**src/rtl/kp_pkg.sv**
```systemverilog
package kp_pkg;
    typedef enum logic [2:0] {
        ST_IDLE,
        ST_LEAD,
        ST_CMD_LO,
        ST_CMD_HI,
        ST_TURN,
        ST_RD_LO,
        ST_RD_HI
    } kp_state_t;

    localparam logic [7:0] CMD_READ_KEYS = 8'h42;
    localparam int CMD_BITS  = 8;
    localparam int RESP_BITS = 32;
    localparam int NUM_KEYS  = 8;
endpackage

```
**src/rtl/kp_clkdiv.sv**
```systemverilog
module kp_clkdiv #(
    parameter int HALF_DIV = 8
) (
    input  logic clk,
    input  logic rst,
    input  logic run,
    output logic tick
);
    localparam int DW = (HALF_DIV > 1) ? $clog2(HALF_DIV) : 1;
    localparam logic [DW-1:0] LAST = DW'(HALF_DIV - 1);

    logic [DW-1:0] cnt;

    assign tick = run && (cnt == LAST);

    always_ff @(posedge clk) begin
        if (rst || !run) begin
            cnt <= '0;
        end else if (tick) begin
            cnt <= '0;
        end else begin
            cnt <= cnt + 1'b1;
        end
    end
endmodule

```
**src/rtl/kp_sync.sv**
```systemverilog
module kp_sync #(
    parameter int STAGES = 2
) (
    input  logic clk,
    input  logic rst,
    input  logic d,
    output logic q
);
    logic [STAGES-1:0] chain;

    always_ff @(posedge clk) begin
        if (rst) begin
            chain <= '1;
        end else begin
            chain <= {chain[STAGES-2:0], d};
        end
    end

    assign q = chain[STAGES-1];
endmodule

```
**src/rtl/kp_keymap.sv**
```systemverilog
module kp_keymap #(
    parameter int NKEYS = 8
) (
    input  logic [4*NKEYS-1:0] raw,
    output logic [NKEYS-1:0]   keys
);
    for (genvar n = 0; n < NKEYS; n++) begin : g_key
        localparam int POS = (n / 2) * 8 + (((n % 2) == 1) ? 5 : 1);
        assign keys[n] = raw[POS];
    end
endmodule

```
**src/rtl/kp_scan_reader.sv**
```systemverilog
module kp_scan_reader
    import kp_pkg::*;
#(
    parameter int HALF_DIV    = 8,
    parameter int TURN_HALVES = 2,
    parameter int POLL_CYCLES = 100000
) (
    input  logic        clk,
    input  logic        rst,
    input  logic        start,
    input  logic        poll_en,
    output logic        bus_stb,
    output logic        bus_clk,
    output logic        bus_dout,
    output logic        bus_oe,
    input  logic        bus_din,
    output logic [31:0] raw_word,
    output logic [7:0]  keys,
    output logic        done,
    output logic        busy
);
    localparam int TW = $clog2(TURN_HALVES + 1);
    localparam int PW = $clog2(POLL_CYCLES + 1);
    localparam int BW = $clog2(RESP_BITS);
    localparam logic [TW-1:0] TURN_LAST = TW'(TURN_HALVES - 1);
    localparam logic [PW-1:0] POLL_LAST = PW'(POLL_CYCLES - 1);
    localparam logic [BW-1:0] CMD_LAST  = BW'(CMD_BITS - 1);
    localparam logic [BW-1:0] RESP_LAST = BW'(RESP_BITS - 1);

    kp_state_t state, state_nx;
    logic [7:0]           tx_sh;
    logic [RESP_BITS-1:0] rx_sh;
    logic [BW-1:0]        bit_cnt;
    logic [TW-1:0]        turn_cnt;
    logic [PW-1:0]        poll_cnt;
    logic                 tick, din_s, poll_fire, launch;

    kp_clkdiv #(.HALF_DIV(HALF_DIV)) u_div (
        .clk (clk),
        .rst (rst),
        .run (state != ST_IDLE),
        .tick(tick)
    );

    kp_sync #(.STAGES(2)) u_sync (
        .clk(clk),
        .rst(rst),
        .d  (bus_din),
        .q  (din_s)
    );

    kp_keymap #(.NKEYS(NUM_KEYS)) u_map (
        .raw (raw_word),
        .keys(keys)
    );

    // poll timer: counts only while idle and enabled
    assign poll_fire = poll_en && (state == ST_IDLE) && (poll_cnt == POLL_LAST);
    assign launch    = start || poll_fire;

    always_ff @(posedge clk) begin
        if (rst || !poll_en || state != ST_IDLE || poll_cnt == POLL_LAST) begin
            poll_cnt <= '0;
        end else begin
            poll_cnt <= poll_cnt + 1'b1;
        end
    end

    // next-state logic
    always_comb begin
        state_nx = state;
        unique case (state)
            ST_IDLE:   if (launch) state_nx = ST_LEAD;
            ST_LEAD:   if (tick) state_nx = ST_CMD_LO;
            ST_CMD_LO: if (tick) state_nx = ST_CMD_HI;
            ST_CMD_HI: if (tick) state_nx = (bit_cnt == CMD_LAST) ? ST_TURN : ST_CMD_LO;
            ST_TURN:   if (tick && turn_cnt == TURN_LAST) state_nx = ST_RD_LO;
            ST_RD_LO:  if (tick) state_nx = ST_RD_HI;
            ST_RD_HI:  if (tick) state_nx = (bit_cnt == RESP_LAST) ? ST_IDLE : ST_RD_LO;
            default:   state_nx = ST_IDLE;
        endcase
    end

    // state register
    always_ff @(posedge clk) begin
        if (rst) begin
            state <= ST_IDLE;
        end else begin
            state <= state_nx;
        end
    end

    // datapath registers
    always_ff @(posedge clk) begin
        if (rst) begin
            tx_sh    <= '1;
            rx_sh    <= '0;
            bit_cnt  <= '0;
            turn_cnt <= '0;
            raw_word <= '0;
            done     <= 1'b0;
        end else begin
            done <= 1'b0;
            unique case (state)
                ST_IDLE: begin
                    tx_sh   <= CMD_READ_KEYS;
                    bit_cnt <= '0;
                end
                ST_CMD_HI: if (tick) begin
                    if (bit_cnt == CMD_LAST) begin
                        bit_cnt  <= '0;
                        turn_cnt <= '0;
                    end else begin
                        tx_sh   <= {1'b1, tx_sh[7:1]};
                        bit_cnt <= bit_cnt + 1'b1;
                    end
                end
                ST_TURN: if (tick) turn_cnt <= turn_cnt + 1'b1;
                ST_RD_LO: if (tick) rx_sh <= {din_s, rx_sh[RESP_BITS-1:1]};
                ST_RD_HI: if (tick) begin
                    if (bit_cnt == RESP_LAST) begin
                        raw_word <= rx_sh;
                        done     <= 1'b1;
                    end else begin
                        bit_cnt <= bit_cnt + 1'b1;
                    end
                end
                default: ;
            endcase
        end
    end

    // pin outputs decoded from state
    always_comb begin
        bus_stb  = 1'b0;
        bus_clk  = 1'b1;
        bus_dout = 1'b1;
        bus_oe   = 1'b0;
        unique case (state)
            ST_IDLE:   bus_stb = 1'b1;
            ST_LEAD:   begin bus_oe = 1'b1; bus_dout = tx_sh[0]; end
            ST_CMD_LO: begin bus_oe = 1'b1; bus_dout = tx_sh[0]; bus_clk = 1'b0; end
            ST_CMD_HI: begin bus_oe = 1'b1; bus_dout = tx_sh[0]; end
            ST_TURN:   ;
            ST_RD_LO:  bus_clk = 1'b0;
            ST_RD_HI:  ;
            default:   bus_stb = 1'b1;
        endcase
    end

    assign busy = (state != ST_IDLE);
endmodule

```
**config.mk**
```make
export PLATFORM = sky130hd
export DESIGN_NAME = kp_scan_reader
export DESIGN_NICKNAME = d
export VERILOG_FILES = /design/src/rtl/kp_pkg.sv /design/src/rtl/kp_clkdiv.sv /design/src/rtl/kp_sync.sv /design/src/rtl/kp_keymap.sv /design/src/rtl/kp_scan_reader.sv
export SDC_FILE = /design/constraint.sdc
export NUM_CORES = 1
export LEC_CHECK = 0
export ABC_AREA = 1
export BUFFER_PORTS_ARGS = -buffer_cell sky130_fd_sc_hd__buf_2
export CAP_MARGIN = 25
export CORE_UTILIZATION = 40
export DETAILED_ROUTE_END_ITERATION = 10
export PLACE_DENSITY = 0.68
export SYNTH_ARGS = -nofsm -noshare
export SYNTH_HDL_FRONTEND = slang
export SYNTH_SLANG_ARGS = --single-unit
```
**constraint.sdc**
```tcl
create_clock -name clk -period 2.2 [get_ports clk]
set_clock_uncertainty 0.2 [all_clocks]
set_input_delay 0.11 -clock clk [delete_from_list [all_inputs] [get_ports clk]]
set_output_delay 0.11 -clock clk [all_outputs]
set_load 0.03 [all_outputs]
```
==> results <==
- The flow ran to the end, and the final reports show no timing, DRC or antenna violations.
- Setup repair after global routing left no endpoint under its margin.
- The startpoint identified for the worst hold timing path is u_div.cnt[0].
- The global-route usage over all layers is 15.4%.
- The critical path in this run is classified as register to register.
- The mapped cell area is 4370 um^2.
- Once detail routing completed, the nets flagged for antenna violations numbered 0.
- The setup check on the worst reg-to-reg path leaves a slack of 0.16 ns.
- 0 antenna diodes ended up in the layout.
- The cell count after placement is 713.
- The detailed router finished its first iteration with 107 violations.
- The insertion delay to the later sink of the worst-skew pair is 0.37 ns.
- The quantity of I/O buffers inserted on ports is 50.
- The count of maximum capacitance violations is 0.
- Data on the critical path arrives at its endpoint at 2.14 ns.
- The capturing element type of the critical path is a register.
- The hold violation count in the final report was 0.
- The maximum fanout count along the critical path is 17.
- For this run, design rule violations remaining after detail routing come to 0.
- The half-perimeter wire length after detailed placement is 5650 um.
- Counting flops with a built-in enable in the synthesized netlist gives 0.
- The pin count of the biggest net entering global routing is 79.
- The detail-routed via count per cell is 4.82.
- The terminating pin of the worst hold path is u_div.cnt[0].
- No sink is reached through more buffers than the 2 on the longest clock path.
- The total negative slack for setup checks is 0 ns.
- The worst min-delay path category is register to register.
- For this design the static power due to leakage is 1.98 nW.
- In the synthesized netlist, the number of instances is 552.
- The final core utilization is 47.4%.
- Dividing the final minimum period by the clock period gives 92.7%.
- The wire length after detailed routing is 8540 um.
- Summing all placed instances gives a cell area of 4670 um^2.
- The origin of the critical flop-to-flop path is bit_cnt[0].
- The number of global-route vias before repair is 3235.
- Sequential elements use 48.1% of the synthesized area.
- Summing internal, switching and leakage power gives 4.00 mW.
- The first global-routing pass estimated 14200 um of wire.
- In this run the tightest slew margin relative to its limit is 54.9%.
- The required arrival time at the worst endpoint is 2.30 ns.
- The clock-pin transition on the worst setup and hold timing paths is 0.10 ns.
- After clock tree synthesis, the setup repair step added 0 buffers.
- The worst-margin pin slew is 0.677 ns.
- The final critical path time including I/O delays and setup is 2.04 ns.
- The die span in y is 106 um.
- A synthesized cell averages 7.91 um^2.
- Leaving out filler cells and counting taps, the final layout contains 736.
- The number of H-tree branching levels is 3.
- The vias after detailed routing is 3548.
- Pin placement for this block handled 51 I/O pins.
- The congestion estimate from routability-driven global placement came to 0.795.
- The initial antenna violation count is 0.
- The per-cell routed wire length is 11.6 um.
- The total core area is 10500 um^2.
- The clock tree from TritonCTS is yes.
- For this run, the detailed router's first-pass iteration total came to 4.
- The number of buffers added by the clock tree synthesis step is 9.
- For this run the aggregate overflow at the end of global routing stands at 0.
- The cell depth of the worst min-delay path is 1.
- The maximum vdd ir drop is 0.394 mV.
- The net count of the finished layout is 606.
- Of the cells placed in the final design, the portion with a size suffix greater than 1 is 22.0%.
- The width of the chip is 106 um.
- The flop and latch count out of synthesis is 105.
- The power per standard cell area is 805 nW/um^2.
- The max-slew violation count is 0.
- The die covers 11300 um^2.
- The effective utilization at floorplan is 41.7%.
- The number of nets in the synthesized netlist is 563.
- The distinct cell type count of the synthesized netlist is 34.
- Setup violations remaining at the end of the flow were counted as 0.
- Derived from the worst setup path, the maximum achievable clock frequency is 0.490 GHz.
- The total clock sinks is 105.
- The main flop type after synthesis is sky130_fd_sc_hd__dfxtp_1.
- Clock tree synthesis selected as its root buffer the cell sky130_fd_sc_hd__clkbuf_8.
- Compared with the post-synthesis result, the final layout area differs by 13.6%.
- In this run the critical register-to-register path is captured at raw_word[21].
- During synthesis, Yosys emitted a total of 0 warnings.
- The worst setup path is launched from a register.
- Of all flip-flops after synthesis, the portion carrying an async set or reset was 0%.
- Counting the fill cells in the layout gives 1037.
- With fillers left out, the area of the finished cells amounts to 4960 um^2.
- Measured in cells, the most critical reg-to-reg path has a length of 11.
- The floorplan row count is 37.
## power breakdown
part           switching [mW]  total, mW  internal, mW
clock network           0.694       1.13         0.438
logic                   0.521      0.767         0.245
registers              0.0885       2.10          2.01
total                    1.30       4.00          2.69
## cells in the mapped netlist (7+ instances only)
cell type,instances,area (um^2)
sky130_fd_sc_hd__a21oi_1,49,245
sky130_fd_sc_hd__a21oi_2,29,254
sky130_fd_sc_hd__nor2_1,52,195
sky130_fd_sc_hd__nand2_1,76,285
sky130_fd_sc_hd__inv_1,64,240
sky130_fd_sc_hd__o21ai_0,44,220
sky130_fd_sc_hd__buf_4,10,75.1
sky130_fd_sc_hd__buf_2,8,40.0
sky130_fd_sc_hd__nand3_1,23,115
sky130_fd_sc_hd__dfxtp_1,105,2100
sky130_fd_sc_hd__o21ai_1,32,160
sky130_fd_sc_hd__clkbuf_1,7,26.3
## area by class of cell
cell class	instances	area, um^2	share of cell area (%)
clock buffer	9	124	2.50
tap	136	170	3.43
timing repair buffer	64	440	8.88
multi-input combinational	343	1790	36.0
inverter	72	275	5.55
clock inverter	7	61.3	1.24
sequential	105	2100	42.4
## kinds of logic after synthesis
group | synth area share, %
xor gates and xnor gates | 0.802
buffers and inverters | 11.1
AOI/OAI and AO/OA | 20.5
DFF | 48.1
and+or+nand+nor | 17.8
adders and majority gates | 1.72
## critical path, cell delays in order, from the launching register on
cell and delay, ns:
sky130_fd_sc_hd__dfxtp_2 0.36, sky130_fd_sc_hd__ha_1 0.16, sky130_fd_sc_hd__nand2_1 0.09, sky130_fd_sc_hd__nor2_1 0.10
sky130_fd_sc_hd__ha_2 0.19, sky130_fd_sc_hd__nand3_1 0.12, sky130_fd_sc_hd__nor2_2 0.16, sky130_fd_sc_hd__nand2_2 0.09
sky130_fd_sc_hd__clkinv_4 0.11, sky130_fd_sc_hd__buf_12 0.17, sky130_fd_sc_hd__o21ai_1 0.08, sky130_fd_sc_hd__a21oi_2 0.14
## how the worst max path moves through the flow
stage | from | endpoint | slack, ns | depth (start not counted)
finish | bit_cnt[0] | raw_word[21] | 0.16 | 11
floorplan | bit_cnt[0] | raw_word[13] | 0.36 | 10
detailed placement | bit_cnt[0] | raw_word[2] | 0.14 | 11
CTS | bit_cnt[0] | raw_word[2] | 0.12 | 11
global placement | bit_cnt[0] | raw_word[3] | 0.18 | 11
global route | bit_cnt[0] | raw_word[1] | 0.02 | 11
## flip-flops by register name (all words and copies together) (netlist names)
name          flops
raw_word         32
rx_sh            32
done              1
u_sync.chain      2
tx_sh             8
state             3
poll_cnt         17
u_div.cnt         3
bit_cnt           5
turn_cnt          2
## layout by cell type, fill, tap and decap left out, types with 2 or more instances in the layout
cell,netlist,routed
sky130_fd_sc_hd__nor3_1,4,4
sky130_fd_sc_hd__nor3b_1,2,2
sky130_fd_sc_hd__a21oi_2,29,29
sky130_fd_sc_hd__o21ai_1,32,32
sky130_fd_sc_hd__a21oi_1,49,49
sky130_fd_sc_hd__clkbuf_16,0,2
sky130_fd_sc_hd__inv_8,0,3
sky130_fd_sc_hd__nand2_2,5,5
sky130_fd_sc_hd__xor2_1,4,4
sky130_fd_sc_hd__nand3_2,2,2
sky130_fd_sc_hd__nand2_1,76,76
sky130_fd_sc_hd__o21ai_0,44,44
sky130_fd_sc_hd__buf_12,0,3
sky130_fd_sc_hd__dfxtp_1,105,103
sky130_fd_sc_hd__dlygate4sd3_1,0,5
sky130_fd_sc_hd__nor2_2,1,2
sky130_fd_sc_hd__inv_2,6,7
sky130_fd_sc_hd__or2_2,5,5
sky130_fd_sc_hd__clkbuf_8,0,9
sky130_fd_sc_hd__buf_4,10,4
sky130_fd_sc_hd__nand3_1,23,23
sky130_fd_sc_hd__dfxtp_2,0,2
sky130_fd_sc_hd__inv_1,64,63
sky130_fd_sc_hd__nor2_1,52,51
sky130_fd_sc_hd__buf_2,8,50
sky130_fd_sc_hd__nand4_1,3,3
sky130_fd_sc_hd__ha_1,6,5
sky130_fd_sc_hd__clkinv_4,0,2
sky130_fd_sc_hd__clkinv_2,0,2
## routing by layer
metal,GRT usage (%),up-vias,wire length (um)
met1,18.7,1617,4130
met2,26.1,58,4000
met5,0,-,0
met4,5.97,0,125
li1,-,1863,-
met3,3.74,10,295
## stage by stage
step           hold WS (ns)  setup WS (ns)
2_1_floorplan        0.0138          0.356
3_3_place_gp         0.0978          0.179
3_5_place_dp          0.102          0.136
4_1_cts               0.235          0.115
5_1_grt               0.262         0.0155
6_report              0.230          0.161
## what timing repair did
| item | in CTS | in global routing |
|---|---|---|
| endpoints found under the hold margin | 10 | 0 |
| hold buffers | 5 | 0 |
| setup endpoints to repair | 0 | 23 |
| resized for setup | 0 | 6 |
Note: power is estimated with default switching activity, not from simulation.
